[config.mk]
export PLATFORM = sky130hd
export DESIGN_NAME = bmdma_regs
export DESIGN_NICKNAME = d
export VERILOG_FILES = /design/src/rtl/bmdma_pkg.sv /design/src/rtl/bmdma_decode.sv /design/src/rtl/bmdma_chan.sv /design/src/rtl/bmdma_regs.sv
export SDC_FILE = /design/constraint.sdc
export NUM_CORES = 1
export LEC_CHECK = 0
export BUFFER_PORTS_ARGS = -buffer_cell sky130_fd_sc_hd__clkbuf_2
export CAP_MARGIN = 20
export CORE_ASPECT_RATIO = 1.5
export CORE_UTILIZATION = 40
export CTS_CLUSTER_SIZE = 24
export DETAILED_ROUTE_END_ITERATION = 8
export GPL_TIMING_DRIVEN = 1
export SLEW_MARGIN = 10
export SYNTH_ARGS = -nofsm -noshare
export SYNTH_HDL_FRONTEND = slang
export SYNTH_SLANG_ARGS = --single-unit
[constraint.sdc]
create_clock -name clk -period 3.8 [get_ports clk]
set_clock_uncertainty 0.1 [all_clocks]
set_input_delay 0.57 -clock clk [delete_from_list [all_inputs] [get_ports clk]]
set_output_delay 0.57 -clock clk [all_outputs]
set_load 0.01 [all_outputs]
[src/rtl/bmdma_pkg.sv]
package bmdma_pkg;
  localparam int DATA_W = 32;
  localparam int REG_W  = 8;

  typedef enum logic [1:0] {
    SZ_BYTE = 2'd0,
    SZ_HALF = 2'd1,
    SZ_WORD = 2'd2,
    SZ_BAD  = 2'd3
  } xfer_size_e;

  typedef enum logic [1:0] {
    SEL_NONE = 2'd0,
    SEL_CMD  = 2'd1,
    SEL_STAT = 2'd2,
    SEL_PTR  = 2'd3
  } reg_sel_e;

  localparam int CMD_RUN  = 0;
  localparam int CMD_DIR  = 3;
  localparam int ST_ACT   = 0;
  localparam int ST_ERR   = 1;
  localparam int ST_IRQ   = 2;
  localparam int ST_CAP_L = 5;
  localparam int ST_CAP_H = 6;

  function automatic reg_sel_e offset_to_sel(input logic [2:0] off);
    case (off)
      3'd0:    return SEL_CMD;
      3'd2:    return SEL_STAT;
      3'd4:    return SEL_PTR;
      default: return SEL_NONE;
    endcase
  endfunction

  function automatic logic size_legal(input reg_sel_e sel, input logic [1:0] sz);
    case (sel)
      SEL_CMD, SEL_STAT: return sz == SZ_BYTE;
      SEL_PTR:           return sz == SZ_WORD;
      default:           return 1'b0;
    endcase
  endfunction

  // write-one-to-clear with engine set taking priority
  function automatic logic w1c_bit(input logic cur, input logic clr, input logic set);
    return (cur & ~clr) | set;
  endfunction

  function automatic logic [DATA_W-1:0] align_dword(input logic [DATA_W-1:0] v);
    return {v[DATA_W-1:2], 2'b00};
  endfunction
endpackage

[src/rtl/bmdma_decode.sv]
module bmdma_decode
  import bmdma_pkg::*;
#(
  parameter int ADDR_W = 4,
  parameter int NCH    = 2
) (
  input  logic [ADDR_W-1:0] addr,
  input  logic [1:0]        size,
  output logic [NCH-1:0]    ch_hit,
  output reg_sel_e          sel,
  output logic              size_ok
);
  localparam int CH_W = ADDR_W - 3;

  logic [CH_W-1:0] ch_idx;
  assign ch_idx  = addr[ADDR_W-1:3];
  assign sel     = offset_to_sel(addr[2:0]);
  assign size_ok = size_legal(sel, size);

  for (genvar i = 0; i < NCH; i++) begin : g_hit
    assign ch_hit[i] = (ch_idx == CH_W'(i));
  end
endmodule

[src/rtl/bmdma_chan.sv]
module bmdma_chan
  import bmdma_pkg::*;
(
  input  logic              clk,
  input  logic              rst_n,
  input  logic              wr_cmd,
  input  logic              wr_stat,
  input  logic              wr_ptr,
  input  logic [DATA_W-1:0] wdata,
  input  logic              drive_ok,
  input  logic              err_set,
  input  logic              irq_set,
  output logic [REG_W-1:0]  cmd_q,
  output logic [REG_W-1:0]  stat_q,
  output logic [DATA_W-1:0] ptr_q,
  output logic              start_q,
  output logic              stop_q,
  output logic              refuse_ev
);
  logic run_old, run_new;
  logic start_ev, stop_ev, cmd_take;
  logic dir_next;

  assign run_old   = cmd_q[CMD_RUN];
  assign run_new   = wdata[CMD_RUN];
  assign start_ev  = wr_cmd & ~run_old & run_new;
  assign stop_ev   = wr_cmd & run_old & ~run_new;
  assign refuse_ev = start_ev & ~drive_ok;
  assign cmd_take  = wr_cmd & ~refuse_ev;
  assign dir_next  = run_old ? cmd_q[CMD_DIR] : wdata[CMD_DIR];

  always_ff @(posedge clk) begin
    if (!rst_n) begin
      cmd_q   <= '0;
      stat_q  <= '0;
      ptr_q   <= '0;
      start_q <= 1'b0;
      stop_q  <= 1'b0;
    end else begin
      start_q <= start_ev & drive_ok;
      stop_q  <= stop_ev;
      if (cmd_take) begin
        cmd_q          <= '0;
        cmd_q[CMD_RUN] <= run_new;
        cmd_q[CMD_DIR] <= dir_next;
      end
      if (start_ev & drive_ok) stat_q[ST_ACT] <= 1'b1;
      else if (stop_ev)        stat_q[ST_ACT] <= 1'b0;
      stat_q[ST_ERR] <= w1c_bit(stat_q[ST_ERR], wr_stat & wdata[ST_ERR], err_set);
      stat_q[ST_IRQ] <= w1c_bit(stat_q[ST_IRQ], wr_stat & wdata[ST_IRQ], irq_set);
      if (wr_stat) stat_q[ST_CAP_H:ST_CAP_L] <= wdata[ST_CAP_H:ST_CAP_L];
      if (wr_ptr) ptr_q <= align_dword(wdata);
    end
  end
endmodule

[src/rtl/bmdma_regs.sv]
module bmdma_regs
  import bmdma_pkg::*;
#(
  parameter int ADDR_W = 4,
  parameter int NCH    = 2
) (
  input  logic              clk,
  input  logic              rst_n,
  input  logic              bus_wr,
  input  logic [ADDR_W-1:0] bus_addr,
  input  logic [1:0]        bus_size,
  input  logic [31:0]       bus_wdata,
  output logic [31:0]       bus_rdata,
  input  logic [NCH-1:0]    drive_present,
  input  logic [NCH-1:0]    eng_err_set,
  input  logic [NCH-1:0]    eng_irq_set,
  output logic [NCH-1:0]    start_req,
  output logic [NCH-1:0]    stop_req,
  output logic [NCH-1:0]    chan_active,
  output logic [NCH-1:0]    chan_dir,
  output logic              bus_err
);
  logic [NCH-1:0]              ch_hit;
  reg_sel_e                    sel;
  logic                        size_ok;
  logic [NCH-1:0][REG_W-1:0]   cmd_all;
  logic [NCH-1:0][REG_W-1:0]   stat_all;
  logic [NCH-1:0][DATA_W-1:0]  ptr_all;
  logic [NCH-1:0]              refuse_all;
  logic                        size_fault;
  logic                        wr_ok;

  bmdma_decode #(.ADDR_W(ADDR_W), .NCH(NCH)) u_dec (
    .addr    (bus_addr),
    .size    (bus_size),
    .ch_hit  (ch_hit),
    .sel     (sel),
    .size_ok (size_ok)
  );

  assign wr_ok      = bus_wr & size_ok;
  assign size_fault = bus_wr & (sel != SEL_NONE) & ~size_ok & (|ch_hit);

  for (genvar i = 0; i < NCH; i++) begin : g_ch
    bmdma_chan u_chan (
      .clk       (clk),
      .rst_n     (rst_n),
      .wr_cmd    (wr_ok & ch_hit[i] & (sel == SEL_CMD)),
      .wr_stat   (wr_ok & ch_hit[i] & (sel == SEL_STAT)),
      .wr_ptr    (wr_ok & ch_hit[i] & (sel == SEL_PTR)),
      .wdata     (bus_wdata),
      .drive_ok  (drive_present[i]),
      .err_set   (eng_err_set[i]),
      .irq_set   (eng_irq_set[i]),
      .cmd_q     (cmd_all[i]),
      .stat_q    (stat_all[i]),
      .ptr_q     (ptr_all[i]),
      .start_q   (start_req[i]),
      .stop_q    (stop_req[i]),
      .refuse_ev (refuse_all[i])
    );
    assign chan_active[i] = stat_all[i][ST_ACT];
    assign chan_dir[i]    = cmd_all[i][CMD_DIR];
  end

  always_ff @(posedge clk) begin
    if (!rst_n) bus_err <= 1'b0;
    else        bus_err <= size_fault | (|refuse_all);
  end

  always_comb begin
    bus_rdata = '0;
    for (int i = 0; i < NCH; i++) begin
      if (ch_hit[i]) begin
        case (sel)
          SEL_CMD:  bus_rdata = {{(DATA_W-REG_W){1'b0}}, cmd_all[i]};
          SEL_STAT: bus_rdata = {{(DATA_W-REG_W){1'b0}}, stat_all[i]};
          SEL_PTR:  bus_rdata = ptr_all[i];
          default:  bus_rdata = '0;
        endcase
      end
    end
  end
endmodule

==> results of run 1 <==
==> worst min-delay path, delay by kind of cell, from the launching register on <==
family	cells	cell delay, ns
DFF	1	0.31
and+or+nand+nor	1	0.05
muxes	1	0.05
==> cell families (layout without fill, tap and decap cells) <==
logic type / after synthesis / in the layout / share of synthesized area
AND/OR/NAND/NOR: 170 / 170 / 0.1946
multiplexers: 95 / 95 / 0.2518
AO/OA/AOI/OAI: 37 / 37 / 0.06965
buffers and inverters: 50 / 117 / 0.07063
flip-flops: 79 / 79 / 0.4133
==> layer usage <==
layer / up-vias / track usage / wire length, um
li1: 1581 / - / -
met1: 1501 / 0.2124 / 3708
met2: 95 / 0.3022 / 4205
met3: 16 / 0.04270 / 471
met4: 0 / 0.08772 / 180
met5: - / 0 / 0
==> power breakdown <==
part / total, mW / internal (mW) / switching, mW
registers: 0.838 / 0.835 / 0.00331
clock network: 0.897 / 0.572 / 0.325
logic: 0.131 / 0.0502 / 0.0809
total: 1.87 / 1.46 / 0.409
==> path summary, 6_finish.rpt <==
kind	slack, ns	end	start	depth (start not counted)
setup / recovery	1.02	bus_rdata[19]	bus_addr[1]	6
hold / removal	0.36	g_ch[0].u_chan.ptr_q[24]	g_ch[0].u_chan.ptr_q[24]	2
setup reg to reg	2.61	g_ch[0].u_chan.stat_q[0]	g_ch[0].u_chan.cmd_q[0]	3
hold reg to reg	0.36	g_ch[0].u_chan.ptr_q[24]	g_ch[0].u_chan.ptr_q[24]	2
==> layout make-up <==
class / count / area (um^2) / share of cell area
multi-input combinational: 302 / 1976 / 0.4357
sequential: 79 / 1582 / 0.3488
timing repair buffer: 93 / 493.0 / 0.1087
clock buffer: 10 / 229.0 / 0.05050
tap: 112 / 140.1 / 0.03090
clock inverter: 6 / 85.08 / 0.01876
inverter: 8 / 30.03 / 0.006623
==> per-stage QoR <==
stage,util,cells
6_report,0.4900,610
4_1_cts,0.4900,610
2_1_floorplan,-,431
3_3_place_gp,0.4561,594
5_1_grt,0.4900,610
3_5_place_dp,0.4561,594
==> state kept, by name, summed over array words and instances, names as in the netlist <==
register,count
g_ch.u_chan.cmd_q,4
g_ch.u_chan.ptr_q,60
g_ch.u_chan.stop_q,2
g_ch.u_chan.stat_q,10
bus_err,1
g_ch.u_chan.start_q,2
==> cells in the final DEF (no fill, tap or decap), types with 2 or more instances in the layout <==
cell type / instances
nand2_1: 110
mux2i_1: 94
clkbuf_2: 86
dfxtp_1: 79
nor2_1: 31
a21oi_1: 9
clkbuf_16: 9
inv_1: 8
a31oi_1: 7
nor2b_1: 6
buf_4: 5
o21ai_0: 4
nor3b_1: 3
o221a_2: 3
a21o_1: 3
nor3_1: 3
o2111ai_1: 3
nand3_1: 3
a32o_1: 2
nand2b_1: 2
nor4_1: 2
clkinv_2: 2
bufinv_16: 2
clkinvlp_4: 2
==> summary.md, run 1 <==
| Metric | Value |
|---|---|
| Smallest hold slack | 0.3558 ns |
| Placed standard-cell area | 0.004220 mm^2 |
| Layout cell share with drive strength beyond 1 | 0.2309 |
| Total setup violations reported at the end of the flow | 0 |
| Gate Count Post-Synth | 431 |
| Vias | 3193 |
| Full die area | 0.009969 mm^2 |
| Portion of synthesized cell area occupied by the leading cell type | 0.4133 |
| Sequential share of the synthesized area | 0.4133 |
| Area growth from synthesis to layout | 18.51% |
| Cell with the most instances on the worst path | clkbuf_2 |
| Antenna violations before repair | 0 |
| Transition time at the pin with the least slew margin | 0.7033 ns |
| Total overflow reported by the global router | 0 |
| Largest net degree at the start of global routing | 39 |
| Routed len/inst | 14.04 um |
| Leading post-synthesis cells by instance count | nand2_1 (110), mux2i_1 (94), dfxtp_1 (79) |
| Final Hold Violating Endpoints | 0 |
| Wire length of the first global-routing pass | 13670 um |
| Setup crit start kind | primary input |
| Sort of element at the end of the critical path | primary output |
| Diodes inserted | 0 |
| Required @ worst endpoint | 3.13 ns |
| H-tree Lvls | 3 |
| Number of global-route vias before repair | 2927 |
| Inserted Clock Buffers | 9 |
| Overall Global Routing Usage | 0.1809 |
| Detailed Route Iter0 Violations | 135 |
| Post-layout total power | 1.867 mW |
| Net count after synthesis | 478 |
| Worst supply voltage drop on vdd | 0.3114 mV |
| Primary FF master, synth | dfxtp_1 |
| Final HPWL DP | 5956 um |
| Time the worst path needs with I/O delays and setup | 2.777 ns |
| Maxcap violations | 0 |
| TritonCTS clock tree | done |
| Delay of the slowest critical-path stage | 0.34 ns |
| Top cells by area in the synthesized netlist | dfxtp_1 (41%), mux2i_1 (25%), nand2_1 (11%) |
| Power density over cell area | 411.7 mW/mm^2 |
| Clock-pin slew on the worst setup and hold paths | 0.05 ns |
| Remaining routing DRC violations | 0 |
| Worst slew margin relative to its limit | 0.5276 |
| Ports | 88 |
| Class of the tightest hold or removal check | flip-flop to flip-flop |
| Starting Density | 0.4135 |
| Worst path buffer plus inverter count | 3 |
| Count of fill cells added during filler insertion | 924 |
| Die span in y | 121.8 um |
| Slowest CP cell | and2b_1 |
| Post-placement setup slack | 1.025 ns |
| Post-CTS Setup Inserts | 0 |
| Post-cts sizing count | 0 |
| Number of iterations in the first detailed-routing pass | 4 |
| Number of synthesized flops with an enable pin | 0 |
| Final design area excluding fillers | 0.004534 mm^2 |
| Post-route setup TNS | 0 ns |
| Clk buf depth | 2 |
| Clock insertion delay at the later pin of the skew report | 0.33 ns |
| Run status | finished, final reports clean |
| Arrival time of data at the critical path endpoint | 2.11 ns |
| Final-stage net count | 540 |
| Number of routed nets with antenna violations | 0 |
| Post-synth design cell area | 0.003826 mm^2 |
| Routed vias/inst | 5.234 |
| RSZ-0062 raised after global routing | no |
| Final WS setup | 1.023 ns |
| Final cycle utilization of the critical path | 0.7308 |
| CP Cell Sequence | clkbuf_2 > and2b_1 > nand2_1 > buf_4 > nor2_1 > clkbuf_2 |
| Largest area contributor in the netlist | dfxtp_1 |
| Unique cell type count in the Yosys netlist | 39 |
| Largest delay share family, worst path | simple AND/OR/NAND/NOR gates |
| Root buf cell | clkbuf_16 |
| Count of input and output buffers | 87 |
| Start-to-end type of the worst setup path | primary input to primary output |
| FFs w/ async S/R, synth | 0 |
| Synth warnings | 0 |
| Clock tree sinks | 79 |
| Final GP Congestion | 0.8271 |
| Core Box Area | 0.009254 mm^2 |
| Count of standard-cell rows | 43 |
| Fmax | 360.1 MHz |
| Post-synthesis average cell area | 8.877 um^2 |
| Count of state elements after synthesis | 79 |
| Post-detailed-routing wire length | 8565 um |
| Cell with the most instances after synthesis | nand2_1 |
| Post-CTS Hold Buffers | 0 |
| Largest fanout on the critical path | 21 |
| Max Slew Vio Count | 0 |
| Die W | 81.86 um |
| Leak | 2.068 nW |
No activity file was read; power rests on OpenSTA's default activity.
==> inputs of run 2 (changes only) <==
Clock period 3.8 ns to 2.6 ns, I/O delays scaled along.
==> summary.md, run 2 (synthesis gave the netlist of run 1 again) <==
| Metric | Value |
|---|---|
| Slowest CP cell | nand2_1 |
| Worst slew margin relative to its limit | 0.5787 |
| Launching instance or port of the critical path | bus_addr[1] |
| Clk buf depth | 2 |
| Start-to-end type of the worst setup path | primary input to primary output |
| Hold path startpoint | bus_wdata[2] |
| Setup crit start kind | primary input |
| Area growth from synthesis to layout | 21.52% |
| Final core utilization | 0.5024 |
| Delay of the slowest critical-path stage | 0.40 ns |
| Worst supply voltage drop on vdd | 0.4754 mV |
| Cell with the most instances on the worst path | clkbuf_2 |
| Largest registers | g_ch.u_chan.ptr_q: 60 flops, g_ch.u_chan.stat_q: 10 flops, g_ch.u_chan.cmd_q: 4 flops |
| Post-CTS Setup Inserts | 0 |
| Clock tree sinks | 79 |
| Largest net degree at the start of global routing | 52 |
| Routed vias/inst | 5.114 |
| Post-CTS Hold Buffers | 0 |
| Max FFs per register | 60 |
| Die span in y | 121.8 um |
| Fmax | 446.6 MHz |
| Total overflow reported by the global router | 0 |
| Routed length on met2 | 4481 um |
| Post-cts sizing count | 0 |
| Largest Register | g_ch.u_chan.ptr_q |
| Power density over cell area | 618.6 mW/mm^2 |
| Maxcap violations | 0 |
| Detailed Route Iter0 Violations | 167 |
| Met1 Routed Length | 3829 um |
| Core Box Area | 0.009254 mm^2 |
| Sort of element at the end of the critical path | primary output |
| Total setup violations reported at the end of the flow | 0 |
| Most common cell after layout, fill and taps aside | nand2_1 |
| H-tree Lvls | 3 |
| Final cycle utilization of the critical path | 0.8612 |
| Arrival time of data at the critical path endpoint | 1.75 ns |
| Number of global-route vias before repair | 3111 |
| Count of standard-cell rows | 43 |
| CP Cell Sequence | clkbuf_2 > and2b_1 > nand2_1 > buf_4 > nor2_1 > clkbuf_2 |
| RSZ-0062 raised after global routing | no |
| Run status | finished, final reports clean |
| Number of iterations in the first detailed-routing pass | 4 |
| Required @ worst endpoint | 2.11 ns |
| Inserted Clock Buffers | 9 |
| Post-placement setup slack | 0.3481 ns |
| Ports | 88 |
| Final GP Congestion | 0.7888 |
| Detailed route wirelength on metal3 | 425 um |
| Starting Density | 0.4135 |
| Overall Global Routing Usage | 0.1931 |
| Top Metal Used | met4 |
| Wire length of the first global-routing pass | 14550 um |
| Routed len/inst | 14.42 um |
| Startpoint of the worst-slack reg-to-reg timing path | g_ch[0].u_chan.cmd_q[0] |
| Time the worst path needs with I/O delays and setup | 2.239 ns |
| Final WS setup | 0.3608 ns |
| Root buf cell | clkbuf_16 |
| Layout cell share with drive strength beyond 1 | 0.2421 |
| Number of routed nets with antenna violations | 0 |
| Post-route setup TNS | 0 ns |
| Full die area | 0.009969 mm^2 |
| Final HPWL DP | 6114 um |
| Leak | 2.129 nW |
| Remaining routing DRC violations | 0 |
| Vias | 3150 |
| Transition time at the pin with the least slew margin | 0.6305 ns |
| Clock-pin slew on the worst setup and hold paths | 0.06 ns |
| Commonest non-fill, non-tap cells in the layout | nand2_1 (110), mux2i_1 (94), clkbuf_2 (86) |
| Final-stage net count | 546 |
| Largest fanout on the critical path | 16 |
| Die W | 81.86 um |
| TritonCTS clock tree | done |
| Final Hold Violating Endpoints | 0 |
| Class of the tightest hold or removal check | primary input to flip-flop |
| Antenna violations before repair | 0 |
| Diodes inserted | 0 |
| Max Slew Vio Count | 0 |
| Clock insertion delay at the later pin of the skew report | 0.33 ns |
| Count of input and output buffers | 87 |
| Post-detailed-routing wire length | 8882 um |
run 2: cell types whose count changed in the layout (fill, tap and decap cells not counted):
cell        before  now
buf_12           1    4
buf_4            5    8
bufinv_16        2    3
clkbuf_1         1    0
clkbuf_8         0    1
clkinvlp_4       2    1
run 2: final cells by class:
| type | count | area (um^2) |
|---|---|---|
| inverters | 8 | 30.03 |
| clock buffers | 10 | 239.0 |
| flip-flops and latches | 79 | 1582 |
| fillers | 919 | 4604 |
| multi-input cells | 302 | 1976 |
| clock inverters | 6 | 107.6 |
| repair buffers | 99 | 575.6 |
| well taps | 112 | 140.1 |
run 2: metal layers:
metal / GRT usage / up-vias
met5: 0 / -
met3: 0.05393 / 10
met4: 0.08991 / 0
met1: 0.2255 / 1475
met2: 0.3197 / 78
li1: - / 1587
run 2: path summary, 6_finish.rpt:
check	end	cells past startpoint	slack (ns)
worst max-delay path	bus_rdata[14]	6	0.36
worst min-delay path	g_ch[0].u_chan.stat_q[2]	2	0.17
worst max register to register	g_ch[0].u_chan.stat_q[0]	3	1.40
worst min register to register	g_ch[0].u_chan.ptr_q[23]	2	0.36
run 2: worst max-delay path: cells and delay by family:
kind	cells	cell delay [ns]
simple gates	3	0.77
buf+inv	3	0.58
run 2: report_power, final:
group | total [mW] | switching, mW | internal (mW)
Clock | 1.45 | 0.488 | 0.960
Sequential | 1.23 | 0.00509 | 1.22
Combinational | 0.203 | 0.121 | 0.0828
Total | 2.88 | 0.613 | 2.26
run 2: metrics by stage:
step,std cells,total power [mW],cell area [um^2],hold WS (ns)
final,616,2.876,4649,0.1750
after global routing,616,2.986,4649,0.1773
after CTS,616,2.910,4649,0.1570
after detailed placement,600,1.456,4303,0.3479
after global placement,600,1.453,4303,0.3413
after floorplan,431,1.371,3826,0.3341
==> inputs of run 3 (changes only) <==
--- a/config.mk
+++ b/config.mk
@@ -8,3 +8,3 @@
 export BUFFER_PORTS_ARGS = -buffer_cell sky130_fd_sc_hd__clkbuf_2
-export CAP_MARGIN = 20
+export CAP_MARGIN = 25
 export CORE_ASPECT_RATIO = 1.5
@@ -13,2 +13,3 @@
 export DETAILED_ROUTE_END_ITERATION = 8
+export GPL_ROUTABILITY_DRIVEN = 0
 export GPL_TIMING_DRIVEN = 1
==> constraint.sdc (replaced) <==
create_clock -name clk -period 2.6 [get_ports clk]
set_clock_uncertainty 0.1 [all_clocks]
set_input_delay 0.26 -clock clk [delete_from_list [all_inputs] [get_ports clk]]
set_output_delay 0.26 -clock clk [all_outputs]
set_load 0.01 [all_outputs]
==> summary.md, run 3 (synthesis gave the netlist of run 1 again) <==
| Metric | Value |
|---|---|
| Largest net degree at the start of global routing | 79 |
| Wire length of the first global-routing pass | 14640 um |
| Time the worst path needs with I/O delays and setup | 2.165 ns |
| Slowest CP cell | nand2_1 |
| Post-placement setup slack | 0.4038 ns |
| Largest registers | g_ch.u_chan.ptr_q: 60 flops, g_ch.u_chan.stat_q: 10 flops, g_ch.u_chan.cmd_q: 4 flops |
| Routed vias/inst | 5.138 |
| Switching power total | 0.6110 mW |
| Power density over cell area | 590.7 mW/mm^2 |
| Number of routed nets with antenna violations | 0 |
| Number of global-route vias before repair | 3174 |
| Class of the tightest hold or removal check | primary input to flip-flop |
| Relative contribution of sequential cells to total power | 0.453 |
| Die span in y | 121.8 um |
| Post-detailed-routing wire length | 9036 um |
| Ports | 88 |
| Leak | 2.093 nW |
| Clk pwr share | 0.474 |
| Die W | 81.86 um |
| RSZ-0062 raised after global routing | no |
| Post-route setup TNS | 0 ns |
| Remaining routing DRC violations | 0 |
| Number of cell instances on the worst register-to-register path | 3 |
| Max FFs per register | 60 |
| Area growth from synthesis to layout | 19.72% |
| Arrival time of data at the critical path endpoint | 1.80 ns |
| Clock insertion delay at the later pin of the skew report | 0.34 ns |
| Final-stage net count | 545 |
| Pint | 2.095 mW |
| Core Box Area | 0.009254 mm^2 |
| Smallest hold slack | 0.04472 ns |
| Worst supply voltage drop on vdd | 0.3688 mV |
| Required @ worst endpoint | 2.24 ns |
| Layout cell share with drive strength beyond 1 | 0.2386 |
| Diodes inserted | 0 |
| Number of iterations in the first detailed-routing pass | 4 |
| Post-layout total power | 2.706 mW |
| Post-cts sizing count | 0 |
| Run status | finished, final reports clean |
| Vias | 3160 |
| Cell with the most instances on the worst path | clkbuf_2 |
| Final Hold Violating Endpoints | 0 |
| Maxcap violations | 0 |
| Worst slew margin relative to its limit | 0.5899 |
| Starting Density | 0.4135 |
| Clk buf depth | 2 |
| Most common cell after layout, fill and taps aside | nand2_1 |
| Max Slew Vio Count | 0 |
| TritonCTS clock tree | done |
| Sort of element at the end of the critical path | primary output |
| CP Cell Sequence | clkbuf_2 > and2b_1 > nand2_1 > buf_4 > nor2_1 > clkbuf_2 |
| Routed len/inst | 14.69 um |
| Transition time at the pin with the least slew margin | 0.6136 ns |
| Largest fanout on the critical path | 16 |
| Count of input and output buffers | 87 |
| Share of total power consumed by net switching | 0.2258 |
| Root buf cell | clkbuf_16 |
| Delay of the slowest critical-path stage | 0.39 ns |
| Largest Register | g_ch.u_chan.ptr_q |
| Start-to-end type of the worst setup path | primary input to primary output |
| Overall Global Routing Usage | 0.1933 |
| H-tree Lvls | 3 |
| Final cycle utilization of the critical path | 0.8326 |
| Post-CTS Setup Inserts | 0 |
| Detailed Route Iter0 Violations | 116 |
| Total setup violations reported at the end of the flow | 0 |
| Fmax | 461.9 MHz |
| Clock tree sinks | 79 |
| Antenna violations before repair | 0 |
| Cell depth of the worst min-delay path | 2 |
| Final WS setup | 0.4352 ns |
| Clock-pin slew on the worst setup and hold paths | 0.06 ns |
| Final HPWL DP | 6211 um |
| Count of standard-cell rows | 43 |
| Post-CTS Hold Buffers | 0 |
| Commonest non-fill, non-tap cells in the layout | nand2_1 (110), mux2i_1 (94), clkbuf_2 (86) |
| Fraction of power consumed by combinational cells | 0.073 |
| Total overflow reported by the global router | 0 |
| Inserted Clock Buffers | 9 |
| Full die area | 0.009969 mm^2 |
| Setup crit start kind | primary input |
run 3: per-stage QoR:
step                utilization  instances  instance area (um^2)
global placement         0.4615        599                  4270
global route             0.4950        615                  4581
CTS                      0.4950        615                  4581
floorplan                     -        431                  3826
finish                   0.4950        615                  4581
detailed placement       0.4615        599                  4270
run 3: metal layers:
| metal | vias to the layer above | GRT usage | routed length [um] |
|---|---|---|---|
| met2 | 69 | 0.3316 | 4505 |
| met1 | 1483 | 0.2215 | 3933 |
| li1 | 1595 | - | - |
| met3 | 13 | 0.04869 | 424 |
| met4 | 0 | 0.08333 | 173 |
| met5 | - | 0 | 0 |
run 3: power groups by stage:
stage / Sequential, mW / Clock (mW) / Combinational, mW
finish: 1.23 / 1.28 / 0.199
global route: 1.23 / 1.37 / 0.219
CTS: 1.23 / 1.32 / 0.200
detailed placement: 1.25 / 0 / 0.199
global placement: 1.25 / 0 / 0.196
floorplan: 1.25 / 0 / 0.121
run 3: final timing paths:
path | endpoint | slack [ns] | start
min reg2reg | g_ch[0].u_chan.ptr_q[20] | 0.36 | g_ch[0].u_chan.ptr_q[20]
max reg2reg | g_ch[0].u_chan.stat_q[0] | 1.41 | g_ch[0].u_chan.cmd_q[0]
max | bus_rdata[10] | 0.44 | bus_addr[2]
min | g_ch[1].u_chan.stat_q[2] | 0.04 | bus_wdata[2]
run 3: final cells by class:
class	count	area [um^2]
Clock inverter	4	53.80
Timing Repair Buffer	98	543.0
Clock buffer	12	256.5
Tap cell	112	140.1
Inverter	8	30.03
Fill cell	915	4673
Sequential cell	79	1582
Multi-Input combinational cell	302	1976
run 3: critical path, delay by kind of cell:
| kind | cells | cell delay (ns) |
|---|---|---|
| buf+inv | 3 | 0.77 |
| simple gates | 3 | 0.76 |
